==> src/rtl/dmmu_pkg.sv <==
package dmmu_pkg;

    typedef enum logic [1:0] {
        ST_IDLE   = 2'd0,
        ST_CHECK  = 2'd1,
        ST_LOOKUP = 2'd2
    } dmmu_state_e;

    typedef enum logic [3:0] {
        FC_NONE    = 4'd0,
        FC_PRIV    = 4'd1,
        FC_HVONLY  = 4'd2,
        FC_ALIGN   = 4'd3,
        FC_RANGE   = 4'd4,
        FC_MISS    = 4'd5,
        FC_PROT    = 4'd6,
        FC_NFO     = 4'd7,
        FC_SIDEEFF = 4'd8
    } fault_code_e;

    typedef enum logic [1:0] {
        CC_PRIMARY   = 2'd0,
        CC_SECONDARY = 2'd1,
        CC_NUCLEUS   = 2'd2,
        CC_OTHER     = 2'd3
    } ctx_class_e;

    localparam int SA_USER_OK   = 0;
    localparam int SA_HV_ONLY   = 1;
    localparam int SA_REAL      = 2;
    localparam int SA_ASIF_USER = 3;
    localparam int SA_NOFAULT   = 4;
    localparam int SA_W         = 5;
    localparam int AMASK_W      = 32;

endpackage

==> src/rtl/dmmu_space_check.sv <==
module dmmu_space_check
    import dmmu_pkg::*;
#(
    parameter int VA_W      = 64,
    parameter int CTX_W     = 13,
    parameter int VA_IMPL_W = 48
)(
    input  logic [VA_W-1:0]  va,
    input  logic [1:0]       space_cls,
    input  logic [SA_W-1:0]  space_attr,
    input  logic             priv,
    input  logic             hpriv,
    input  logic             implicit,
    input  logic             misaligned,
    input  logic             addr_mask,
    input  logic             mmu_en,
    input  logic             red,
    input  logic [CTX_W-1:0] pri_ctx,
    input  logic [CTX_W-1:0] sec_ctx,
    output logic [3:0]       early_code,
    output logic [1:0]       status_cls,
    output logic [VA_W-1:0]  eff_va,
    output logic [CTX_W-1:0] lookup_ctx,
    output logic             lookup_real,
    output logic             bypass,
    output logic             nofault_space
);

    logic [1:0]      cls_sel;
    logic [SA_W-1:0] attr;
    logic            in_range_raw;
    logic            in_range;

    // Implicit accesses carry no explicit space: attributes read as zero
    assign attr    = implicit ? '0 : space_attr;
    assign cls_sel = (implicit || space_cls == CC_OTHER) ? CC_PRIMARY : space_cls;

    assign eff_va = addr_mask ? {{(VA_W-AMASK_W){1'b0}}, va[AMASK_W-1:0]} : va;

    generate
        if (VA_IMPL_W >= VA_W) begin : g_full_range
            assign in_range_raw = 1'b1;
        end else begin : g_va_hole
            localparam int HI_W = VA_W - VA_IMPL_W + 1;
            logic [HI_W-1:0] hi_bits;
            assign hi_bits      = va[VA_W-1 -: HI_W];
            assign in_range_raw = (&hi_bits) | ~(|hi_bits);
        end
    endgenerate

    assign in_range = addr_mask | in_range_raw;

    // Fixed priority of the checks made before any lookup
    always_comb begin
        early_code = FC_NONE;
        status_cls = cls_sel;
        if (!implicit && !priv && !hpriv && !attr[SA_USER_OK]) begin
            early_code = FC_PRIV;
            status_cls = CC_NUCLEUS;
        end else if (!implicit && !hpriv && attr[SA_HV_ONLY]) begin
            early_code = FC_HVONLY;
            status_cls = CC_NUCLEUS;
        end else if (misaligned) begin
            early_code = FC_ALIGN;
        end else if (!in_range) begin
            early_code = FC_RANGE;
        end
    end

    assign lookup_real   = (!mmu_en && !hpriv && !red) || attr[SA_REAL];
    assign bypass        = hpriv && (implicit || (!attr[SA_ASIF_USER] && !attr[SA_REAL]));
    assign nofault_space = attr[SA_NOFAULT];

    always_comb begin
        if (lookup_real || cls_sel == CC_NUCLEUS) begin
            lookup_ctx = '0;
        end else if (cls_sel == CC_SECONDARY) begin
            lookup_ctx = sec_ctx;
        end else begin
            lookup_ctx = pri_ctx;
        end
    end

endmodule

==> src/rtl/dmmu_attr_check.sv <==
module dmmu_attr_check
    import dmmu_pkg::*;
#(
    parameter int PA_W   = 40,
    parameter int PAGE_W = 13
)(
    input  logic                   hit,
    input  logic                   write,
    input  logic                   nofault_space,
    input  logic                   pg_writable,
    input  logic                   pg_nofault_only,
    input  logic                   pg_side_effect,
    input  logic [PA_W-PAGE_W-1:0] ppn,
    input  logic [PAGE_W-1:0]      offset,
    output logic [3:0]             late_code,
    output logic [PA_W-1:0]        pa,
    output logic                   cacheable
);

    assign pa        = {ppn, offset};
    assign cacheable = !(pg_side_effect || pa[PA_W-1]);

    always_comb begin
        late_code = FC_NONE;
        if (!hit) begin
            late_code = FC_MISS;
        end else if (write && !pg_writable) begin
            late_code = FC_PROT;
        end else if (pg_nofault_only && !nofault_space) begin
            late_code = FC_NFO;
        end else if (pg_side_effect && nofault_space) begin
            late_code = FC_SIDEEFF;
        end
    end

endmodule

==> src/rtl/dmmu_access_check.sv <==
module dmmu_access_check
    import dmmu_pkg::*;
#(
    parameter int VA_W      = 64,
    parameter int PA_W      = 40,
    parameter int PAGE_W    = 13,
    parameter int CTX_W     = 13,
    parameter int VA_IMPL_W = 48
)(
    input  logic                   clk,
    input  logic                   rst_n,
    input  logic                   req_valid,
    output logic                   req_ready,
    input  logic [VA_W-1:0]        req_va,
    input  logic                   req_write,
    input  logic [1:0]             req_space_cls,
    input  logic [4:0]             req_space_attr,
    input  logic                   req_priv,
    input  logic                   req_hpriv,
    input  logic                   req_implicit,
    input  logic                   req_misaligned,
    input  logic                   req_addr_mask,
    input  logic                   mmu_en,
    input  logic                   red_state,
    input  logic [CTX_W-1:0]       pri_ctx,
    input  logic [CTX_W-1:0]       sec_ctx,
    output logic                   tlb_lookup,
    output logic [VA_W-1:0]        tlb_va,
    output logic [CTX_W-1:0]       tlb_ctx,
    output logic                   tlb_real,
    input  logic                   tlb_hit,
    input  logic [PA_W-PAGE_W-1:0] tlb_ppn,
    input  logic                   tlb_writable,
    input  logic                   tlb_nofault_only,
    input  logic                   tlb_side_effect,
    output logic                   xlat_valid,
    output logic [PA_W-1:0]        res_pa,
    output logic                   res_cacheable,
    output logic                   fault_valid,
    output logic [3:0]             fault_code,
    output logic [VA_W-1:0]        fault_va,
    output logic [1:0]             fault_ctx_cls,
    output logic                   fault_write
);

    dmmu_state_e state_q, state_d;

    // Captured request
    logic [VA_W-1:0]  rq_va;
    logic             rq_write, rq_priv, rq_hpriv, rq_impl, rq_mis, rq_amask, rq_mmu_en, rq_red;
    logic [1:0]       rq_cls;
    logic [SA_W-1:0]  rq_attr;
    logic [CTX_W-1:0] rq_pri, rq_sec;

    // Check results
    logic [3:0]       early_code, late_code;
    logic [1:0]       status_cls;
    logic [VA_W-1:0]  eff_va;
    logic [CTX_W-1:0] lookup_ctx;
    logic             lookup_real, bypass, nofault_space, early_fault, late_fault;
    logic [PA_W-1:0]  lk_pa;
    logic             lk_cacheable;

    // Result registers
    logic             res_vld_q, fault_q, cache_q, wr_q;
    logic [3:0]       code_q;
    logic [1:0]       cls_q;
    logic [VA_W-1:0]  va_q;
    logic [PA_W-1:0]  pa_q;

    always_ff @(posedge clk or negedge rst_n) begin
        if (!rst_n) begin
            rq_va <= '0; rq_write <= 1'b0; rq_priv <= 1'b0; rq_hpriv <= 1'b0;
            rq_impl <= 1'b0; rq_mis <= 1'b0; rq_amask <= 1'b0; rq_mmu_en <= 1'b0;
            rq_red <= 1'b0; rq_cls <= '0; rq_attr <= '0; rq_pri <= '0; rq_sec <= '0;
        end else if (state_q == ST_IDLE && req_valid) begin
            rq_va <= req_va; rq_write <= req_write; rq_priv <= req_priv;
            rq_hpriv <= req_hpriv; rq_impl <= req_implicit; rq_mis <= req_misaligned;
            rq_amask <= req_addr_mask; rq_mmu_en <= mmu_en; rq_red <= red_state;
            rq_cls <= req_space_cls; rq_attr <= req_space_attr;
            rq_pri <= pri_ctx; rq_sec <= sec_ctx;
        end
    end

    dmmu_space_check #(
        .VA_W      (VA_W),
        .CTX_W     (CTX_W),
        .VA_IMPL_W (VA_IMPL_W)
    ) u_space (
        .va            (rq_va),
        .space_cls     (rq_cls),
        .space_attr    (rq_attr),
        .priv          (rq_priv),
        .hpriv         (rq_hpriv),
        .implicit      (rq_impl),
        .misaligned    (rq_mis),
        .addr_mask     (rq_amask),
        .mmu_en        (rq_mmu_en),
        .red           (rq_red),
        .pri_ctx       (rq_pri),
        .sec_ctx       (rq_sec),
        .early_code    (early_code),
        .status_cls    (status_cls),
        .eff_va        (eff_va),
        .lookup_ctx    (lookup_ctx),
        .lookup_real   (lookup_real),
        .bypass        (bypass),
        .nofault_space (nofault_space)
    );

    dmmu_attr_check #(
        .PA_W   (PA_W),
        .PAGE_W (PAGE_W)
    ) u_attr (
        .hit             (tlb_hit),
        .write           (rq_write),
        .nofault_space   (nofault_space),
        .pg_writable     (tlb_writable),
        .pg_nofault_only (tlb_nofault_only),
        .pg_side_effect  (tlb_side_effect),
        .ppn             (tlb_ppn),
        .offset          (eff_va[PAGE_W-1:0]),
        .late_code       (late_code),
        .pa              (lk_pa),
        .cacheable       (lk_cacheable)
    );

    assign early_fault = (early_code != FC_NONE);
    assign late_fault  = (late_code != FC_NONE);

    // State register
    always_ff @(posedge clk or negedge rst_n) begin
        if (!rst_n) state_q <= ST_IDLE;
        else        state_q <= state_d;
    end

    always_comb begin
        state_d = state_q;
        unique case (state_q)
            ST_IDLE:   if (req_valid) state_d = ST_CHECK;
            ST_CHECK:  state_d = (early_fault || bypass) ? ST_IDLE : ST_LOOKUP;
            ST_LOOKUP: state_d = ST_IDLE;
            default:   state_d = ST_IDLE;
        endcase
    end

    // Result registers
    always_ff @(posedge clk or negedge rst_n) begin
        if (!rst_n) begin
            res_vld_q <= 1'b0; fault_q <= 1'b0; cache_q <= 1'b0; wr_q <= 1'b0;
            code_q <= '0; cls_q <= '0; va_q <= '0; pa_q <= '0;
        end else begin
            res_vld_q <= 1'b0;
            if (state_q == ST_CHECK && (early_fault || bypass)) begin
                res_vld_q <= 1'b1;
                fault_q   <= early_fault;
                code_q    <= early_code;
                cls_q     <= status_cls;
                va_q      <= rq_va;
                wr_q      <= rq_write;
                pa_q      <= early_fault ? '0 : eff_va[PA_W-1:0];
                cache_q   <= !early_fault;
            end else if (state_q == ST_LOOKUP) begin
                res_vld_q <= 1'b1;
                fault_q   <= late_fault;
                code_q    <= late_code;
                cls_q     <= status_cls;
                va_q      <= rq_va;
                wr_q      <= rq_write;
                pa_q      <= late_fault ? '0 : lk_pa;
                cache_q   <= !late_fault && lk_cacheable;
            end
        end
    end

    assign req_ready     = (state_q == ST_IDLE);
    assign tlb_lookup    = (state_q == ST_LOOKUP);
    assign tlb_va        = eff_va;
    assign tlb_ctx       = lookup_ctx;
    assign tlb_real      = lookup_real;
    assign xlat_valid    = res_vld_q && !fault_q;
    assign fault_valid   = res_vld_q && fault_q;
    assign res_pa        = pa_q;
    assign res_cacheable = cache_q;
    assign fault_code    = code_q;
    assign fault_va      = va_q;
    assign fault_ctx_cls = cls_q;
    assign fault_write   = wr_q;

    AST_RESULT_PULSE: assert property (@(posedge clk) disable iff (!rst_n)
        (xlat_valid || fault_valid) |=> !(xlat_valid || fault_valid));
    AST_LOOKUP_RESULT: assert property (@(posedge clk) disable iff (!rst_n)
        tlb_lookup |=> (xlat_valid || fault_valid));
    AST_BUSY_NO_READY: assert property (@(posedge clk) disable iff (!rst_n)
        (req_ready && req_valid) |=> !req_ready);
    AST_REAL_CTX_ZERO: assert property (@(posedge clk) disable iff (!rst_n)
        (tlb_lookup && tlb_real) |-> (tlb_ctx == '0));
    AST_MISS_FAULTS: assert property (@(posedge clk) disable iff (!rst_n)
        (tlb_lookup && !tlb_hit) |=> (fault_valid && fault_code == FC_MISS));
    AST_SIDE_EFFECT_UNCACHED: assert property (@(posedge clk) disable iff (!rst_n)
        (tlb_lookup && tlb_hit && tlb_side_effect) |=> (!xlat_valid || !res_cacheable));
    AST_FAULT_CODE_SET: assert property (@(posedge clk) disable iff (!rst_n)
        fault_valid |-> (fault_code != FC_NONE));

endmodule

==> config.mk <==
export PLATFORM = sky130hd
export DESIGN_NAME = dmmu_access_check
export DESIGN_NICKNAME = d
export VERILOG_FILES = /design/src/rtl/dmmu_pkg.sv /design/src/rtl/dmmu_space_check.sv /design/src/rtl/dmmu_attr_check.sv /design/src/rtl/dmmu_access_check.sv
export SDC_FILE = /design/constraint.sdc
export NUM_CORES = 1
export LEC_CHECK = 0
export ABC_AREA = 0
export BUFFER_PORTS_ARGS = -buffer_cell sky130_fd_sc_hd__buf_2
export CORE_UTILIZATION = 53
export CTS_BUF_LIST = sky130_fd_sc_hd__clkbuf_4 sky130_fd_sc_hd__clkbuf_8
export DETAILED_ROUTE_END_ITERATION = 10
export GPL_TIMING_DRIVEN = 0
export MAX_ROUTING_LAYER = met4
export PLACE_DENSITY_LB_ADDON = 0.1
export SETUP_SLACK_MARGIN = 0.3
export SLEW_MARGIN = 5
export SYNTH_ARGS = -nofsm -noshare
export SYNTH_HDL_FRONTEND = slang
export SYNTH_HIERARCHICAL = 1
export SYNTH_SLANG_ARGS = --single-unit
==> constraint.sdc <==
create_clock -name clk -period 2.6 [get_ports clk]
set_input_delay 0.13 -clock clk [delete_from_list [all_inputs] [get_ports clk]]
set_output_delay 0.13 -clock clk [all_outputs]
set_load 0.005 [all_outputs]
==> results_dict.tcl, run 1 <==
set metrics [dict create \
    overflow 0 \
    die_h_um 140 \
    placedCellCount 1317 \
    cts_tree "yes" \
    core_area_um2 18300 \
    root_buffer "clkbuf_8" \
    slew_violations 0 \
    endpoint_kind "flop" \
    fmax_ghz 0.372 \
    drive_above_1_share_pct 57.0 \
    vias 7986 \
    required_ns 2.99 \
    synth_nets 919 \
    synth_ff_type "dfrtp_1" \
    die_area_um2 19500 \
    avgSynthCellArea_um2 12.9 \
    hold_path_class "in -> reg" \
    first_iter_violations 352 \
    synth-edff-count 0 \
    crit_slowest_cell "or4_4" \
    cts_buffer_depth 3 \
    synth_async_sr_flop_share_pct 100 \
    status "complete, but fails checks" \
    clock_sinks 221 \
    critical_path.max_stage_delay_ns 0.52 \
    layout_commonest_cell "buf_2" \
    min_period_ns 2.69 \
    insertion_delay_ns 0.52 \
    cts.reportedPaths.clkPinSlew_ns 0.06 \
    grt_max_degree 93 \
    vias_per_cell 5.17 \
    crit_top_cell "nor4_4" \
    initial_core_util_pct 54.9 \
    post-place-ws_ns -0.327 \
    gp_congestion 0.803 \
    synth_area_leaders "dfrtp_1 (55%), mux2_2 (16%), buf_4 (5.9%)" \
    syn2layout_area_growth_pct 47.7 \
    cp.arrival_ns 3.08 \
    layout.nets 1425 \
    r2r-start "rq_va[62]" \
    ios 333 \
    grt_pass1_vias 8579 \
    ant_nets 0 \
    postSynthCellCount 780 \
    p_leak_nw 7.15 \
    r2r-end "fault_va[46]" \
    powerDensity_nw_per_um2 788 \
    r2r_slack_ns -0.09 \
    crit_chain "nand4_1 -> or4_4 -> o22ai_4 -> nor4_4 -> nor4_4 -> a21o_4 -> o21a_1 -> buf_8 -> inv_8 -> buf_12 -> mux2_4" \
    track_usage_pct 30.5 \
    synth_cell_type_count 42 \
    peakVddDrop_uv 568 \
    finalHoldViolCount 0 \
    antenna_found_initial 2 \
    wl_per_cell_um 18.7 \
    setup_slack_ns -0.0889 \
    hold_path.startpoint "tlb_hit" \
    maxCapViolations 0 \
    synth-seq-area-share_pct 55.1 \
    min_delay_worst_endpoint "fault_code[0]" \
    hold_slack_ns 0.119 \
    port-buffer-count 306 \
    synth_top_area_share_pct 55.1 \
    routed_wl_um 28900 \
    yosys_warnings 6 \
    crit_fanout 10 \
    violations "negative setup slack" \
    synthesis.area_um2 10000 \
    layout_common_cells "buf_2 (314), dfrtp_1 (219), dlygate4sd3_1 (134), mux2_2 (126), buf_4 (91)" \
    max_slew_margin_pct 58.9 \
    layoutNonFillerInstCount 1544 \
    post-route-period-util_pct 103 \
    rsz0062_at_grt "yes" \
    p_total_w 0.0117 \
    first_pass_iters 4 \
    synth_top_area_cell "dfrtp_1" \
    path_class "reg -> reg" \
    grt_pass1_wl_um 44900 \
    synth.ff_latch_count 221 \
    rows 49 \
    fin_tns_setup_ns -3.57 \
    setup_viol 76 \
    ctsHtreeMaxLevel 2 \
    fin_skew_ns 0.0265 \
    worst_pin_slew_ns 0.616 \
    fp.dieW_um 140 \
    holdPathStages 4 \
    rr_worst_depth 11 \
    start_kind "flop" \
    cts_buffers 38 \
    route.detailed.drc 0 \
    hpwl_um 18100 \
]
[metal layers]
metal  track usage [%]  vias up  part of all wire (%)
li1                  -     3655                     -
met1              35.8     3960                    41
met2              50.9      291                    50
met3              5.88       80                   5.4
met4              13.5        0                   4.0
met5                 -        -                     0
[power breakdown]
part           total [W]  internal (W)  switching, W
Clock            0.00319       0.00182       0.00137
Sequential       0.00484       0.00427      0.000565
Combinational    0.00365       0.00214       0.00150
[registers in the layout, indices dropped and copies added, names as in the netlist, 2 cells and up]
register       cells
rq_cls             2
rq_attr            5
rq_sec            13
state_q            2
fault_ctx_cls      2
res_pa            40
fault_va          64
fault_code         4
rq_va             64
rq_pri            13
[cells by family after synthesis]
| family | synth area share (%) |
|---|---|
| buf+inv | 10.0 |
| mux | 20.7 |
| other cells | 0.0374 |
| compound gates | 8.18 |
| flops | 55.1 |
| simple gates | 5.88 |
[layout make-up]
class                           instances  area [um2]
Inverter                               45         176
Antenna cell                            4        10.0
Fill cell                            1085        3450
Multi-Input combinational cell        398        3790
Clock inverter                          3        15.0
Clock buffer                           62         753
Timing Repair Buffer                  466        3210
Buffer                                116        1040
Sequential cell                       221        5530
Tap cell                              229         287
[repair_timing]
item / 4_1_cts / 5_1_grt
pin swaps: 21 / 25
resized for setup: 108 / 38
setup buffers: 13 / 6
setup endpoints to repair: 109 / 114
cloned: 2 / 3
hold buffers: 134 / 0
endpoints found under the hold margin: 262 / 0
[how the worst max path moves through the flow]
stage / from / endpoint / slack, ns
finish: rq_va[62] / fault_va[46] / -0.09
global route: rq_va[62] / fault_va[46] / -0.16
CTS: rq_va[61] / fault_va[40] / -0.11
detailed placement: rq_va[62] / res_pa[29] / -0.33
global placement: rst_n / rq_va[13] / -2.50
floorplan: rq_va[59] / fault_va[0] / 0.21
[synthesized netlist by cell type (2+ instances only)]
cell type and number:
a21o_1 2, a21oi_1 19, a221oi_1 4, a22oi_1 39
and2_1 3, and4_1 2, buf_2 10, buf_4 79
buf_6 12, clkbuf_1 15, dfrtp_1 221, inv_1 44
mux2_2 145, mux2_4 27, mux2i_1 4, nand2_1 31
nand2b_1 3, nand2b_4 2, nand3_1 2, nand4_1 4
nor2_1 10, nor2b_1 35, nor4_1 6, o21a_1 4
o21ai_0 22, o21ai_2 19
[critical path, delay by kind of cell (launching register included)]
family / cells / cell delay, ns
buffers and inverters: 3 / 0.39
AO/OA/AOI/OAI: 3 / 0.49
flip-flops: 1 / 0.43
AND/OR/NAND/NOR: 4 / 0.93
multiplexers: 1 / 0.31
[metrics by stage]
step	cell area, um2	util, %
finish	14800	81.1
global route	14800	81.1
CTS	14600	79.8
detailed placement	11900	65.3
global placement	11900	64.9
floorplan	10000	-
No activity file was read; power rests on OpenSTA's default activity.
==> inputs of run 2 (changes only) <==
==> constraint.sdc (replaced) <==
create_clock -name clk -period 2.6 [get_ports clk]
set_input_delay 0.52 -clock clk [delete_from_list [all_inputs] [get_ports clk]]
set_output_delay 0.52 -clock clk [all_outputs]
set_load 0.005 [all_outputs]
==> run 2 against run 1 <==
Critical endpoint is now fault_va[8]. Clock power barely moved. Critical path type unchanged. The run still ends with negative setup slack left. Routed wire length decreased by 9.1%. Non-clock buffer count down 124. Combinational power shrank 1%. First-iteration DRC count is 19% lower. Final area down 7.1%. Largest cell class unchanged. Register-to-register slack hardly changed.
==> results_dict.tcl, run 2 (same netlist as run 1, synthesis figures left out) <==
set metrics [dict create \
    fin_skew_ns 0.0215 \
    cp.buffers_inverters 3 \
    drive_above_1_share_pct 66.0 \
    syn2layout_area_growth_pct 37.2 \
    required_ns 2.99 \
    core_area_um2 18300 \
    hold_path_class "in -> reg" \
    p_total_w 0.0116 \
    powerDensity_nw_per_um2 844 \
    layout_common_cells "buf_2 (311), dfrtp_1 (220), mux2_2 (126), buf_4 (95), clkbuf_8 (47)" \
    violations "negative setup slack" \
    rsz0062_at_grt "yes" \
    grt_pass1_vias 7657 \
    p_leak_nw 6.71 \
    grt_pass1_wl_um 40800 \
    p_comb_share_pct 31.1 \
    critical_path.max_stage_delay_ns 0.52 \
    ant_nets 0 \
    first_pass_iters 5 \
    fin_tns_setup_ns -2.91 \
    ios 333 \
    maxCapViolations 0 \
    first_iter_violations 284 \
    fin_area_um2 13800 \
    cts_buffer_depth 3 \
    track_usage_pct 27.7 \
    layoutNonFillerInstCount 1422 \
    setup_slack_ns -0.0778 \
    crit_chain "nand4_1 -> or4_4 -> o22ai_4 -> nor4_4 -> nor4_4 -> a21o_4 -> o21a_1 -> buf_12 -> buf_12 -> buf_16 -> mux2_4" \
    vias_per_cell 5.14 \
    place_area_um2 11900 \
    placedCellCount 1317 \
    min_period_ns 2.68 \
    die_area_um2 19500 \
    port-buffer-count 306 \
    p_sw_w 0.00339 \
    insertion_delay_ns 0.52 \
    layout.nets 1301 \
    overflow 0 \
    cts.reportedPaths.clkPinSlew_ns 0.06 \
    post-route-period-util_pct 103 \
    fp.dieW_um 140 \
    route.detailed.drc 0 \
    endpoint_kind "flop" \
    status "complete, but fails checks" \
    pwr-share-seq_pct 41.7 \
    wl_per_cell_um 18.5 \
    ctsHtreeMaxLevel 2 \
    crit_slowest_cell "or4_4" \
    vias 7315 \
    regArea_um2 5530 \
    crit_fanout 8 \
    peakVddDrop_uv 552 \
    filler_cell_count 1298 \
    cp.arrival_ns 3.07 \
    layout_commonest_cell "buf_2" \
    finalHoldViolCount 0 \
    crit_family "simple AND/OR/NAND/NOR gates" \
    p_clk_share_pct 27.2 \
    initial_core_util_pct 54.9 \
    switching_share_pct 29.2 \
    cts_tree "yes" \
    routed_wl_um 26300 \
    hpwl_um 18100 \
    grt_max_degree 93 \
    cts_buffers 38 \
    intPower_w 0.00822 \
    gp_congestion 0.803 \
    rows 49 \
    start_kind "flop" \
    root_buffer "clkbuf_8" \
    antenna_found_initial 5 \
    fmax_ghz 0.373 \
    die_h_um 140 \
    slew_violations 0 \
    setup_viol 56 \
    multi_input_area_um2 3930 \
    path_class "reg -> reg" \
    utilization_pct 75.3 \
    clock_sinks 221 \
]
-- run 2: layout make-up --
class	instances	area share, %
multi-input combinational	398	28.6
antenna	6	0.109
inverter	45	1.28
tap	229	2.08
clock buffer	62	5.47
buffer	116	7.74
clock inverter	3	0.109
sequential	221	40.2
timing repair buffer	342	14.4
-- run 2: worst register-to-register path, stage by stage, from the launching register on --
cell	delay [ns]
dfrtp_1	0.42
nand4_1	0.15
or4_4	0.52
o22ai_4	0.18
nor4_4	0.07
nor4_4	0.20
a21o_4	0.17
o21a_1	0.15
buf_12	0.16
buf_12	0.12
buf_16	0.12
mux2_4	0.29
-- run 2: what timing repair did --
item,4_1_cts,5_1_grt
buffers inserted,20,6
resized for setup,149,47
endpoints found under the hold margin,47,0
setup endpoints to repair,124,125
pin swaps,49,42
hold buffers,1,0
cloned,3,4
-- run 2: stage by stage --
stage	worst slack, ns	hold slack (ns)
after detailed placement	-0.327	0.446
after global placement	-2.89	0.483
final	-0.0778	0.233
after global routing	-0.180	0.211
after floorplan	0.206	0.224
after CTS	-0.108	0.208
-- run 2: metal layers --
| metal | vias to the layer above | track usage (%) | wire length (um) |
|---|---|---|---|
| li1 | 3402 | - | - |
| met1 | 3570 | 34.7 | 11200 |
| met2 | 296 | 44.0 | 12800 |
| met3 | 47 | 6.47 | 1640 |
| met4 | 0 | 9.95 | 654 |
| met5 | - | - | 0 |
-- run 2: final timing paths --
check	cells past startpoint	slack (ns)	startpoint	end
min in group asynchronous	2	0.51	rst_n	fault_va[45]
worst max register to register	11	-0.08	rq_va[61]	fault_va[8]
max in group asynchronous	4	0.93	rst_n	rq_va[2]
worst min-delay path	2	0.23	req_space_attr[4]	rq_attr[4]
worst max-delay path	11	-0.08	rq_va[61]	fault_va[8]
worst min register to register	1	0.50	fault_va[11]	fault_va[11]
-- run 2: power by group through the flow --
stage	combinational (W)	clock [W]	sequential [W]
after floorplan	0.00174	0	0.00480
after global placement	0.00303	0	0.00482
after detailed placement	0.00309	0	0.00485
after CTS	0.00351	0.00323	0.00481
after global routing	0.00386	0.00339	0.00495
final	0.00361	0.00316	0.00484
==> inputs of run 3 (changes only) <==
Settings changed: CORE_UTILIZATION 53 to 57.
Clock period 2.6 ns to 3.4 ns, I/O delays scaled along.
==> run 3 against run 2 <==
Sequential power shrank 24%. First-iteration DRC count is 12% lower. Final area down 7.6%. Hold slack better by 0.0083 ns. Clock skew is 0.0040 ns lower. Clock power fell by 20%. The flow now finishes without violations. Sequential cell count did not move. Die area down 6.9%. Core utilization down 1.6 points. Non-clock buffer count down 35.
==> results_dict.tcl, run 3 (same netlist as run 1, synthesis figures left out) <==
set metrics [dict create \
    status "completed" \
    cp.arrival_ns 3.24 \
    wl_per_cell_um 17.8 \
    r2r-end "fault_va[15]" \
    clock_sinks 221 \
    rows 48 \
    p_sw_w 0.00243 \
    peakVddDrop_uv 416 \
    ant_nets 0 \
    hold_path_class "in -> async" \
    slew_violations 0 \
    route.detailed.drc 0 \
    p_leak_nw 6.22 \
    min_period_ns 2.84 \
    pwr-share-seq_pct 43.1 \
    grt_max_degree 115 \
    fin_skew_ns 0.0175 \
    setup_viol 0 \
    cts.reportedPaths.clkPinSlew_ns 0.06 \
    powerDensity_nw_per_um2 672 \
    r2r_slack_ns 0.56 \
    ctsHtreeMaxLevel 2 \
    fp.dieW_um 135 \
    r2r-start "rq_va[59]" \
    core_area_um2 17200 \
    antenna_found_initial 2 \
    layout_common_cells "buf_2 (315), dfrtp_1 (221), mux2_2 (145), buf_4 (79), clkbuf_8 (48)" \
    rsz0062_at_grt "no" \
    layout.nets 1265 \
    cts_buffer_depth 3 \
    gp_congestion 0.805 \
    maxCapViolations 0 \
    grt_pass1_wl_um 38200 \
    drive_above_1_share_pct 58.6 \
    start_kind "flop" \
    first_pass_iters 4 \
    hpwl_um 17900 \
    max_slew_margin_pct 42.4 \
    finalHoldViolCount 0 \
    first_iter_violations 250 \
    initial_core_util_pct 58.2 \
    insertion_delay_ns 0.52 \
    overflow 0 \
    post-route-period-util_pct 83.7 \
    worst_pin_slew_ns 0.864 \
    routed_wl_um 24600 \
    ios 333 \
    grt_pass1_vias 7123 \
    vias 7171 \
    filler_cell_count 1271 \
    p_clk_share_pct 29.7 \
    cts_setup_buffers 0 \
    die_area_um2 18100 \
    path_class "reg -> reg" \
    port-buffer-count 306 \
    hold_slack_ns 0.241 \
    fin_area_um2 12700 \
    crit_slowest_cell "or4_1" \
    endpoint_kind "flop" \
    rr_worst_depth 10 \
    vias_per_cell 5.20 \
    layout_commonest_cell "buf_2" \
    crit_fanout 10 \
    crit_chain "nand4_1 -> or4_1 -> o22ai_1 -> nor4_2 -> nor4_4 -> a21o_4 -> o21a_1 -> buf_6 -> buf_4 -> mux2_2" \
    critical_path.max_stage_delay_ns 0.53 \
    intPower_w 0.00610 \
    die_h_um 135 \
    place_area_um2 11900 \
    switching_share_pct 28.5 \
    cts_buffers 37 \
    cp-startpoint "rq_va[59]" \
    track_usage_pct 28.3 \
    syn2layout_area_growth_pct 26.7 \
    p_comb_share_pct 27.3 \
    required_ns 3.80 \
    root_buffer "clkbuf_8" \
    fmax_ghz 0.352 \
    cts_tree "yes" \
]
run 3: power groups by stage:
stage	clock network (W)	logic, W	registers, W
final	0.00253	0.00233	0.00368
after detailed placement	0	0.00235	0.00371
after global placement	0	0.00230	0.00368
after floorplan	0	0.00132	0.00367
after global routing	0.00271	0.00253	0.00377
after CTS	0.00259	0.00236	0.00368
run 3: critical path: cells and delay by family (launching register included):
kind                   cells  cell delay [ns]
DFF                        1             0.41
buffers and inverters      2             0.35
AOI/OAI and AO/OA          3             0.55
and+or+nand+nor            4             1.05
muxes                      1             0.36
run 3: worst max path at each step:
stage | cells past startpoint | slack, ns | to
finish | 10 | 0.56 | fault_va[15]
global route | 10 | 0.41 | fault_va[15]
CTS | 10 | 0.46 | res_pa[15]
detailed placement | 10 | 0.47 | res_pa[15]
global placement | 1 | -2.24 | rq_va[22]
floorplan | 10 | 1.00 | fault_va[43]
run 3: metrics by stage:
stage / power (W) / utilization, % / setup slack (ns) / TNS [ns] / std cells
2_1_floorplan: 0.00499 / - / 1.00 / 0 / 780
3_3_place_gp: 0.00598 / 68.7 / -2.24 / -488.54 / 1311
3_5_place_dp: 0.00606 / 68.9 / 0.474 / 0 / 1312
4_1_cts: 0.00862 / 73.6 / 0.458 / 0 / 1378
5_1_grt: 0.00901 / 73.7 / 0.410 / 0 / 1380
6_report: 0.00854 / 73.7 / 0.555 / 0 / 1380
run 3: final cells by class:
| cell class | instances | area (um2) | area share, % |
|---|---|---|---|
| Timing Repair Buffer | 307 | 1570 | 12.3 |
| Clock inverter | 4 | 47.5 | 0.374 |
| Inverter | 45 | 171 | 1.35 |
| Sequential cell | 221 | 5530 | 43.5 |
| Multi-Input combinational cell | 398 | 3500 | 27.5 |
| Tap cell | 225 | 282 | 2.22 |
| Clock buffer | 62 | 766 | 6.03 |
| Antenna cell | 2 | 5.00 | 0.0394 |
| Buffer | 116 | 838 | 6.60 |
run 3: repair_timing:
action / in CTS / in global routing
endpoints found under the hold margin: 0 / 0
resized for setup: 0 / 7
setup endpoints to repair: 0 / 24
hold buffers: 0 / 0
run 3: routing by layer:
layer / wire (um) / up-vias / part of all wire [%] / global-route usage (%)
met5: 0 / - / 0 / -
met4: 590 / 0 / 2.4 / 8.99
met3: 1630 / 42 / 6.6 / 6.61
met2: 12200 / 247 / 49 / 44.8
met1: 10200 / 3558 / 41 / 36.0
li1: - / 3324 / - / -
